### src/rtl/hashreg_pkg.sv
package hashreg_pkg;

  typedef enum logic [2:0] {
    ALG_MD5    = 3'd0,
    ALG_SHA1   = 3'd1,
    ALG_SHA224 = 3'd2,
    ALG_SHA256 = 3'd3,
    ALG_SHA384 = 3'd4,
    ALG_SHA512 = 3'd5
  } hash_alg_e;

  localparam int unsigned OFF_CRYPT  = 32'h10;
  localparam int unsigned OFF_STATUS = 32'h1C;
  localparam int unsigned OFF_SRC    = 32'h20;
  localparam int unsigned OFF_DST    = 32'h24;
  localparam int unsigned OFF_LEN    = 32'h2C;
  localparam int unsigned OFF_CMD    = 32'h30;

  localparam int unsigned DONE_BIT = 9;
  localparam int unsigned IEN_BIT  = 9;
  localparam int unsigned SG_BIT   = 18;

endpackage

### src/rtl/hashreg_alg_dec.sv
module hashreg_alg_dec
  import hashreg_pkg::*;
(
  input  logic [2:0] main_i,
  input  logic [2:0] sub_i,
  output logic       ok_o,
  output hash_alg_e  alg_o
);

  always_comb begin
    ok_o  = 1'b1;
    alg_o = ALG_MD5;
    case (main_i)
      3'b000: begin alg_o = ALG_MD5;    ok_o = (sub_i == 3'b000); end
      3'b010: begin alg_o = ALG_SHA1;   ok_o = (sub_i == 3'b000); end
      3'b100: begin alg_o = ALG_SHA224; ok_o = (sub_i == 3'b000); end
      3'b101: begin alg_o = ALG_SHA256; ok_o = (sub_i == 3'b000); end
      3'b110: begin
        case (sub_i)
          3'b000:  alg_o = ALG_SHA512;
          3'b001:  alg_o = ALG_SHA384;
          3'b010:  alg_o = ALG_SHA256;
          3'b011:  alg_o = ALG_SHA224;
          default: ok_o  = 1'b0;
        endcase
      end
      default: ok_o = 1'b0;
    endcase
  end

endmodule

### src/rtl/hashreg_seq.sv
module hashreg_seq
  import hashreg_pkg::*;
(
  input  logic      clk,
  input  logic      rst_n,
  input  logic      go_i,
  input  logic      go_ok_i,
  input  hash_alg_e go_alg_i,
  input  logic      ien_i,
  input  logic      done_i,
  input  logic      clr_i,
  output logic      start_o,
  output hash_alg_e alg_o,
  output logic      flag_o,
  output logic      irq_o
);

  logic      busy_q, busy_n;
  logic      start_q, start_n;
  logic      flag_q, flag_n;
  logic      irq_q, irq_n;
  hash_alg_e alg_q, alg_n;
  logic      finish;

  assign finish = busy_q & done_i;

  always_comb begin
    start_n = go_i & go_ok_i & ~busy_q;
    busy_n  = busy_q;
    if (finish)  busy_n = 1'b0;
    if (start_n) busy_n = 1'b1;
    alg_n = start_n ? go_alg_i : alg_q;
    flag_n = flag_q;
    irq_n  = irq_q;
    if (clr_i) begin
      flag_n = 1'b0;
      if (flag_q) irq_n = 1'b0;
    end
    if (finish) begin
      flag_n = 1'b1;
      if (ien_i) irq_n = 1'b1;
    end
  end

  always_ff @(posedge clk or negedge rst_n) begin
    if (!rst_n) begin
      busy_q  <= 1'b0;
      start_q <= 1'b0;
      flag_q  <= 1'b0;
      irq_q   <= 1'b0;
      alg_q   <= ALG_MD5;
    end else begin
      busy_q  <= busy_n;
      start_q <= start_n;
      flag_q  <= flag_n;
      irq_q   <= irq_n;
      alg_q   <= alg_n;
    end
  end

  assign start_o = start_q;
  assign alg_o   = alg_q;
  assign flag_o  = flag_q;
  assign irq_o   = irq_q;


  start_pulse_chk: assert property (@(posedge clk) disable iff (!rst_n)
    start_q |=> !start_q);


  start_busy_chk: assert property (@(posedge clk) disable iff (!rst_n)
    (busy_q && !done_i) |=> !start_q);


  done_flag_chk: assert property (@(posedge clk) disable iff (!rst_n)
    (busy_q && done_i) |=> flag_q);


  irq_flag_chk: assert property (@(posedge clk) disable iff (!rst_n)
    irq_q |-> flag_q);


  flag_clear_chk: assert property (@(posedge clk) disable iff (!rst_n)
    $fell(flag_q) |-> $past(clr_i));

endmodule

### src/rtl/hashreg_block.sv
module hashreg_block
  import hashreg_pkg::*;
#(
  parameter bit          FULL_VARIANT = 1'b1,
  parameter int unsigned ADDR_W       = 12,
  parameter int unsigned DATA_W       = 32
) (
  input  logic              clk,
  input  logic              rst_n,
  input  logic              wr_en_i,
  input  logic [ADDR_W-1:0] addr_i,
  input  logic [DATA_W-1:0] wdata_i,
  output logic [DATA_W-1:0] rdata_o,
  input  logic              done_i,
  output logic              start_o,
  output logic [2:0]        algo_o,
  output logic              sg_o,
  output logic [DATA_W-1:0] src_addr_o,
  output logic [DATA_W-1:0] dst_addr_o,
  output logic [DATA_W-1:0] src_len_o,
  output logic              unsup_o,
  output logic              irq_o
);

  localparam int unsigned IDX_W = ADDR_W - 2;
  localparam logic [DATA_W-1:0] SRC_MASK = DATA_W'(32'h7FFF_FFFF);
  localparam logic [DATA_W-1:0] DST_MASK = DATA_W'(32'h7FFF_FFF8);
  localparam logic [DATA_W-1:0] LEN_MASK = DATA_W'(32'h0FFF_FFFF);
  localparam logic [DATA_W-1:0] CMD_MASK =
    FULL_VARIANT ? DATA_W'(32'h0014_7FFF) : DATA_W'(32'h0000_03FF);

  localparam logic [IDX_W-1:0] I_CRYPT  = IDX_W'(OFF_CRYPT  >> 2);
  localparam logic [IDX_W-1:0] I_STATUS = IDX_W'(OFF_STATUS >> 2);
  localparam logic [IDX_W-1:0] I_SRC    = IDX_W'(OFF_SRC    >> 2);
  localparam logic [IDX_W-1:0] I_DST    = IDX_W'(OFF_DST    >> 2);
  localparam logic [IDX_W-1:0] I_LEN    = IDX_W'(OFF_LEN    >> 2);
  localparam logic [IDX_W-1:0] I_CMD    = IDX_W'(OFF_CMD    >> 2);

  logic [IDX_W-1:0]  idx;
  logic              we_crypt, we_status, we_src, we_dst, we_len, we_cmd;
  logic [DATA_W-1:0] crypt_q, src_q, dst_q, len_q, cmd_q;
  logic [DATA_W-1:0] cmd_wr_val;
  logic              dec_ok;
  hash_alg_e         dec_alg;
  hash_alg_e         run_alg;
  logic              flag;

  assign idx       = addr_i[ADDR_W-1:2];
  assign we_crypt  = wr_en_i & (idx == I_CRYPT);
  assign we_status = wr_en_i & (idx == I_STATUS);
  assign we_src    = wr_en_i & (idx == I_SRC);
  assign we_dst    = wr_en_i & (idx == I_DST);
  assign we_len    = wr_en_i & (idx == I_LEN);
  assign we_cmd    = wr_en_i & (idx == I_CMD);
  assign cmd_wr_val = wdata_i & CMD_MASK;

  always_ff @(posedge clk or negedge rst_n) begin
    if (!rst_n) begin
      crypt_q <= '0;
      src_q   <= '0;
      dst_q   <= '0;
      len_q   <= '0;
      cmd_q   <= '0;
    end else begin
      if (we_crypt) crypt_q <= wdata_i;
      if (we_src)   src_q   <= wdata_i & SRC_MASK;
      if (we_dst)   dst_q   <= wdata_i & DST_MASK;
      if (we_len)   len_q   <= wdata_i & LEN_MASK;
      if (we_cmd)   cmd_q   <= cmd_wr_val;
    end
  end

  hashreg_alg_dec u_dec (
    .main_i (cmd_wr_val[6:4]),
    .sub_i  (cmd_wr_val[12:10]),
    .ok_o   (dec_ok),
    .alg_o  (dec_alg)
  );

  hashreg_seq u_seq (
    .clk      (clk),
    .rst_n    (rst_n),
    .go_i     (we_cmd),
    .go_ok_i  (dec_ok),
    .go_alg_i (dec_alg),
    .ien_i    (cmd_q[IEN_BIT]),
    .done_i   (done_i),
    .clr_i    (we_status & wdata_i[DONE_BIT]),
    .start_o  (start_o),
    .alg_o    (run_alg),
    .flag_o   (flag),
    .irq_o    (irq_o)
  );

  always_comb begin
    rdata_o = '0;
    case (idx)
      I_CRYPT:  rdata_o = crypt_q;
      I_STATUS: rdata_o[DONE_BIT] = flag;
      I_SRC:    rdata_o = src_q;
      I_DST:    rdata_o = dst_q;
      I_LEN:    rdata_o = len_q;
      I_CMD:    rdata_o = cmd_q;
      default:  rdata_o = '0;
    endcase
  end

  assign algo_o     = run_alg;
  assign sg_o       = cmd_q[SG_BIT];
  assign src_addr_o = src_q;
  assign dst_addr_o = dst_q;
  assign src_len_o  = len_q;
  assign unsup_o    = cmd_q[1] | cmd_q[7] | cmd_q[8];

endmodule

### config.mk
export PLATFORM = sky130hd
export DESIGN_NAME = hashreg_block
export DESIGN_NICKNAME = d
export VERILOG_FILES = /design/src/rtl/hashreg_pkg.sv /design/src/rtl/hashreg_alg_dec.sv /design/src/rtl/hashreg_seq.sv /design/src/rtl/hashreg_block.sv
export SDC_FILE = /design/constraint.sdc
export NUM_CORES = 1
export LEC_CHECK = 0
export BUFFER_PORTS_ARGS = -buffer_cell sky130_fd_sc_hd__buf_2
export CAP_MARGIN = 20
export CORE_MARGIN = 2
export CORE_UTILIZATION = 40
export CTS_CLUSTER_DIAMETER = 100
export DETAILED_ROUTE_END_ITERATION = 7
export GPL_TIMING_DRIVEN = 0
export PLACE_DENSITY_LB_ADDON = 0.08
export SETUP_SLACK_MARGIN = 0.3
export SLEW_MARGIN = 0
export SYNTH_ARGS = -nofsm -noshare
export SYNTH_HDL_FRONTEND = slang
export SYNTH_SLANG_ARGS = --single-unit
### constraint.sdc
create_clock -name clk -period 1.9 [get_ports clk]
set_input_delay 0.19 -clock clk [delete_from_list [all_inputs] [get_ports clk]]
set_output_delay 0.19 -clock clk [all_outputs]
set_load 0.02 [all_outputs]
-- After elaboration in Yosys (flattened, before gate mapping)
Index checks and enable logic that the tools add are counted.
- register bits after elaboration: 143
- word-level logic and storage cells: 57
- bitwise operators: 13
- reduce and logical (&&, ||, !) cells: 6
- equality and inequality tests: 13
- multiplexer cells: 15
- operator list (kind ; number):
    22-bit one-hot mux with 5 select lines ; 1
    9-bit one-hot mux with 5 select lines ; 1
    10-bit by 4-bit == test with 1-bit output (second input constant) ; 4
    3-bit one-hot mux with 4 select lines ; 2
    10-bit by 3-bit == test with 1-bit output (second input constant) ; 2
    1-bit AND ; 10
    3-bit by 2-bit == test with 1-bit output (second input constant) ; 3
    3-bit == test (second input constant) ; 3
    1-bit 2-to-1 mux ; 9
    4-bit OR reduction ; 2
    3-bit zero test ; 2
    1-bit one-hot mux with 6 select lines ; 1
    2-bit nonzero test ; 2
    3-bit by 1-bit == test with 1-bit output (second input constant) ; 1
    1-bit OR ; 2
    1-bit one-hot mux with 2 select lines ; 1
    1-bit NOT ; 1

-- Logic depth before layout (Yosys ltp)
- depth after elaboration: 7
- depth in mapped cells: 7

-- Cells and area by module
From an unflattened synthesis, not the netlist that was laid out.
- cells, all modules: 493
- area, all modules: 6697.7 um^2
- modules (own cells, without submodules) (module ; times used ; seq. area each (um^2) ; area each (um^2) ; cells an instance):
    hashreg_block ; 1 ; 3403.3 ; 6334.8 ; 461
    hashreg_seq ; 1 ; 175.2 ; 279.0 ; 19
    hashreg_alg_dec ; 1 ; 0.0 ; 83.8 ; 13

-- Least setup slack after synthesis
Ideal clock, no wire load.
- path type: input to output
- from: in addr_i[11]
- to: out rdata_o[28]
- slack: -0.164 ns
- path buffers: 1
- arrival: 1.874 ns
- stages on the path: 4
- path through: nor4_1 -> nand3_1 -> clkbuf_1 -> o31ai_1
- word-level cells in the longest chain between the ends: 2
- elaborated cells between the ends (all ways): 6
- RTL lines (item ; line ; source):
    start: declaration ; hashreg_block.sv:11 ; input logic [ADDR_W-1:0] addr_i,
    10-bit by 4-bit == test with 1-bit output or 10-bit by 3-bit == test with 1-bit output (tied branches) ; hashreg_block.sv:97 ; case (idx)
    22-bit one-hot mux with 5 select lines * ; hashreg_block.sv:97 ;
    end: declaration ; hashreg_block.sv:13 ; output logic [DATA_W-1:0] rdata_o,
Mark *: on every way between the ends. The rest lies on a longest branch, timed or not.

-- Worst setup path in the final report
- from: reg cmd_q[1]
- to: out rdata_o[1]
- word-level cells in the longest chain between the ends: 1
- RTL lines (item ; line ; source):
    start: declaration ; hashreg_block.sv:41 ; logic [DATA_W-1:0] crypt_q, src_q, dst_q, len_q, cmd_q;
    start signal: assignment ; hashreg_block.sv:69 ; if (we_cmd) cmd_q <= cmd_wr_val;
    9-bit one-hot mux with 5 select lines ; hashreg_block.sv:97 ;
No other way between the ends.

==> impl_metrics.yaml <==
outcome:
  status: "finished clean"
global_routing:
  antenna_found_initial: 1
  grt_usage: 0.248
  grt_overflow: 0
  grt_max_degree: 75
  grt_pass1_vias: 5651
  grt_pass1_wl_mm: 33.0
synth:
  synthCells: 540
  synth_edf_count: 0
  async_flop_share: 1.00
  ys_warn_count: 0
  synth.top_cell.area_share: 0.536
  seq_area_frac_synth: 0.536
  synthTopCellsByCount: "dfrtp_1, mux2_2, nand2_1"
  synth_flop_cell: "dfrtp_1"
  yosys.area.top_type: "dfrtp_1"
  synth.avg_cell_area_um2: 12.4
  synth_most_common_cell: "dfrtp_1"
  synth_cell_type_count: 45
  synth_area_mm2: 0.00668
  synth_seq_cells: 143
  netlist_top_cells_area: "dfrtp_1, mux2_2, mux2i_1"
power_and_ir_drop:
  power.switching_mw: 1.66
  power_frac_seq: 0.407
  netSwitchingFraction: 0.216
  intPower_mw: 6.03
  cellLeakagePower_nw: 5.62
  p_comb_frac: 0.070
  power_frac_clock: 0.523
  vdd_drop_max_uv: 640
  powerDensity_mw_per_mm2: 742
clock_tree:
  clk_root_buffer_cell: "clkbuf_16"
  clkTransAtPathRegs_ns: 0.06
  h-tree-depth: 4
  clock_path_buffers: 2
  cts_tree: "built"
  clkSinkCount: 143
  numCtsBuffers: 17
  worstSkewPairLatency_ns: 0.42
place:
  placed_cell_area_mm2: 0.00806
  place.gp.congestion: 0.870
  dp_hpwl_mm: 14.1
  io_buffers: 169
hold_path:
  min_to: "crypt_q[28]$_DFFE_PN0P_"
  min_path_type: "in2reg"
  whs_path_depth: 2
  hold_start: "wdata_i[28]"
timing:
  period_share: 0.979
  drv_slew: 0
  fmax_mhz: 538
  setup_viol: 0
  holdWs_ns: 0.0255
  relSlewSlack: 0.523
  finalHoldViolations: 0
  final.min_clock_period_ns: 1.86
  rsz0062_at_grt: "yes"
  worstMarginPinSlew_ns: 0.716
  fin_skew_ns: 0.00557
worst_setup_path:
  crit_arrival_ns: 1.67
  critPathBufInv: 1
  end_kind: "output pin"
  critPathLaunchType: "register"
  crit_family: "flip-flops"
  worstPathCellList: "mux2_2 -> a22o_1 -> a32oi_1 -> nor2_1 -> buf_4"
  r2r_cells: 4
  rrSetupSlack_ns: 0.27
  worstPathMaxFanout: 2
  cp_slowest_cell: "dfrtp_1"
  path_class: "reg2out"
  slowest_delay_ns: 0.39
  cp.required_ns: 1.71
  reg2reg_from: "u_seq.busy_q$_DFFE_PN0P_"
  timing.rr.end: "u_seq.alg_o[2]$_DFFE_PN0P_"
route:
  vias: 5416
  antenna_left: 0
  first_iter_violations: 361
  route.detailed.wl_per_inst_um: 21.8
  firstDrtPassIters: 4
  wirelength_mm: 22.1
  wl_met2_mm: 10.7
  met1_length_mm: 9.46
  dr.max_layer_used: "met5"
  via_per_inst: 5.33
  dr_wl_met3_mm: 1.48
  drc: 0
job:
  maxCapViolations: 0
floorplan:
  fp.dieH_um: 133
  num_rows: 47
  core-area_mm2: 0.0165
  ioPinCount: 183
  die_area_mm2: 0.0177
  die_w_um: 133
  start_util: 0.406
final_layout:
  num_antenna_cells: 0
  nets: 831
  syn_to_final_growth_pct: 55.2
  final-seq-area_mm2: 0.00358
  stdcell_area_mm2: 0.0104
  multi_input_area_mm2: 0.00367
  drive_above_1_share: 0.613
  fill_cells: 1323
==> flip-flops by register name, indices dropped and copies added, names as in the netlist <==
name	flops
u_seq.busy_q	1
crypt_q	32
u_seq.irq_o	1
src_len_o	28
cmd_q	17
dst_addr_o	28
u_seq.start_o	1
src_addr_o	31
u_seq.alg_o	3
u_seq.flag_o	1
==> metrics by stage <==
| step | total power [mW] | utilization | setup TNS (ns) | setup slack (ns) | cells |
|---|---|---|---|---|---|
| after floorplan | 3.38 | - | -0.0482 | -0.00803 | 548 |
| after global placement | 3.62 | 0.487 | -247.62 | -1.40 | 937 |
| after detailed placement | 3.64 | 0.489 | -51.88 | -0.759 | 939 |
| after CTS | 7.70 | 0.592 | 0 | 0.0286 | 1011 |
| after global routing | 7.92 | 0.629 | -0.0479 | -0.0439 | 1016 |
| final | 7.69 | 0.629 | 0 | 0.0406 | 1016 |
==> power groups by stage <==
stage | registers [mW] | logic, mW | clock network (mW)
floorplan | 3.21 | 0.178 | 0
global placement | 3.17 | 0.443 | 0
detailed placement | 3.18 | 0.460 | 0
CTS | 3.12 | 0.511 | 4.07
global route | 3.13 | 0.583 | 4.21
finish | 3.13 | 0.542 | 4.02
==> layout make-up <==
class / count / area share
multi-input combinational: 357 / 0.354
sequential: 143 / 0.345
timing repair buffer: 216 / 0.157
clock buffer: 22 / 0.0467
buffer: 43 / 0.0465
tap: 220 / 0.0266
clock inverter: 10 / 0.0221
inverter: 5 / 0.00181
==> cells in the final DEF, fill, tap and decap left out, drive strengths merged, types with 2 or more instances in the layout <==
master	Yosys	final
nor2	31	31
mux2i	27	27
a21oi	22	22
nor2b	3	3
o22ai	6	6
a32oi	3	3
o21ai	25	25
o31ai	4	4
nand3	4	4
buf	17	231
bufinv	0	7
a22o	3	3
dlygate4sd3	0	3
and2	2	2
clkbuf	26	47
clkinv	0	3
conb	1	9
or4	3	3
nand4	6	6
nor4	2	2
a221o	6	6
a21o	3	3
nand2	35	35
a22oi	4	4
dfrtp	143	143
or3	2	2
nand4bb	2	2
inv	5	5
mux2	137	137
nand3b	7	7
==> kinds of logic after synthesis <==
| kind of cell | after synthesis | share of synthesized area |
|---|---|---|
| AOI/OAI and AO/OA | 80 | 0.0751 |
| and+or+nand+nor | 104 | 0.0789 |
| muxes | 164 | 0.275 |
| other | 1 | 0.000562 |
| buffers and inverters | 48 | 0.0347 |
| DFF | 143 | 0.536 |
==> per-layer routing <==
layer	up-vias	GRT usage
li1	2436	-
met3	37	0.0624
met2	209	0.400
met5	-	0
met4	2	0.100
met1	2732	0.321
==> how the worst max path moves through the flow <==
stage	cells after the start	endpoint	slack, ns	startpoint
after global placement	1	dst_addr_o[26]$_DFFE_PN0P_	-1.40	rst_n
after CTS	9	rdata_o[30]	0.03	addr_i[6]
after detailed placement	6	src_addr_o[6]$_DFFE_PN0P_	-0.76	addr_i[3]
final	5	rdata_o[1]	0.04	cmd_q[1]$_DFFE_PN0P_
after global routing	5	rdata_o[1]	-0.04	src_addr_o[1]$_DFFE_PN0P_
after floorplan	5	cmd_q[0]$_DFFE_PN0P_	-0.008	addr_i[9]
==> timing repair <==
item | in CTS | in global routing
setup buffers | 30 | 4
pin swaps | 25 | 32
hold endpoints to repair | 75 | 0
hold buffers | 3 | 0
gates resized for setup | 169 | 145
endpoints found under the setup margin | 134 | 149
cloned | 7 | 1
(Power assumes the default switching activity.)
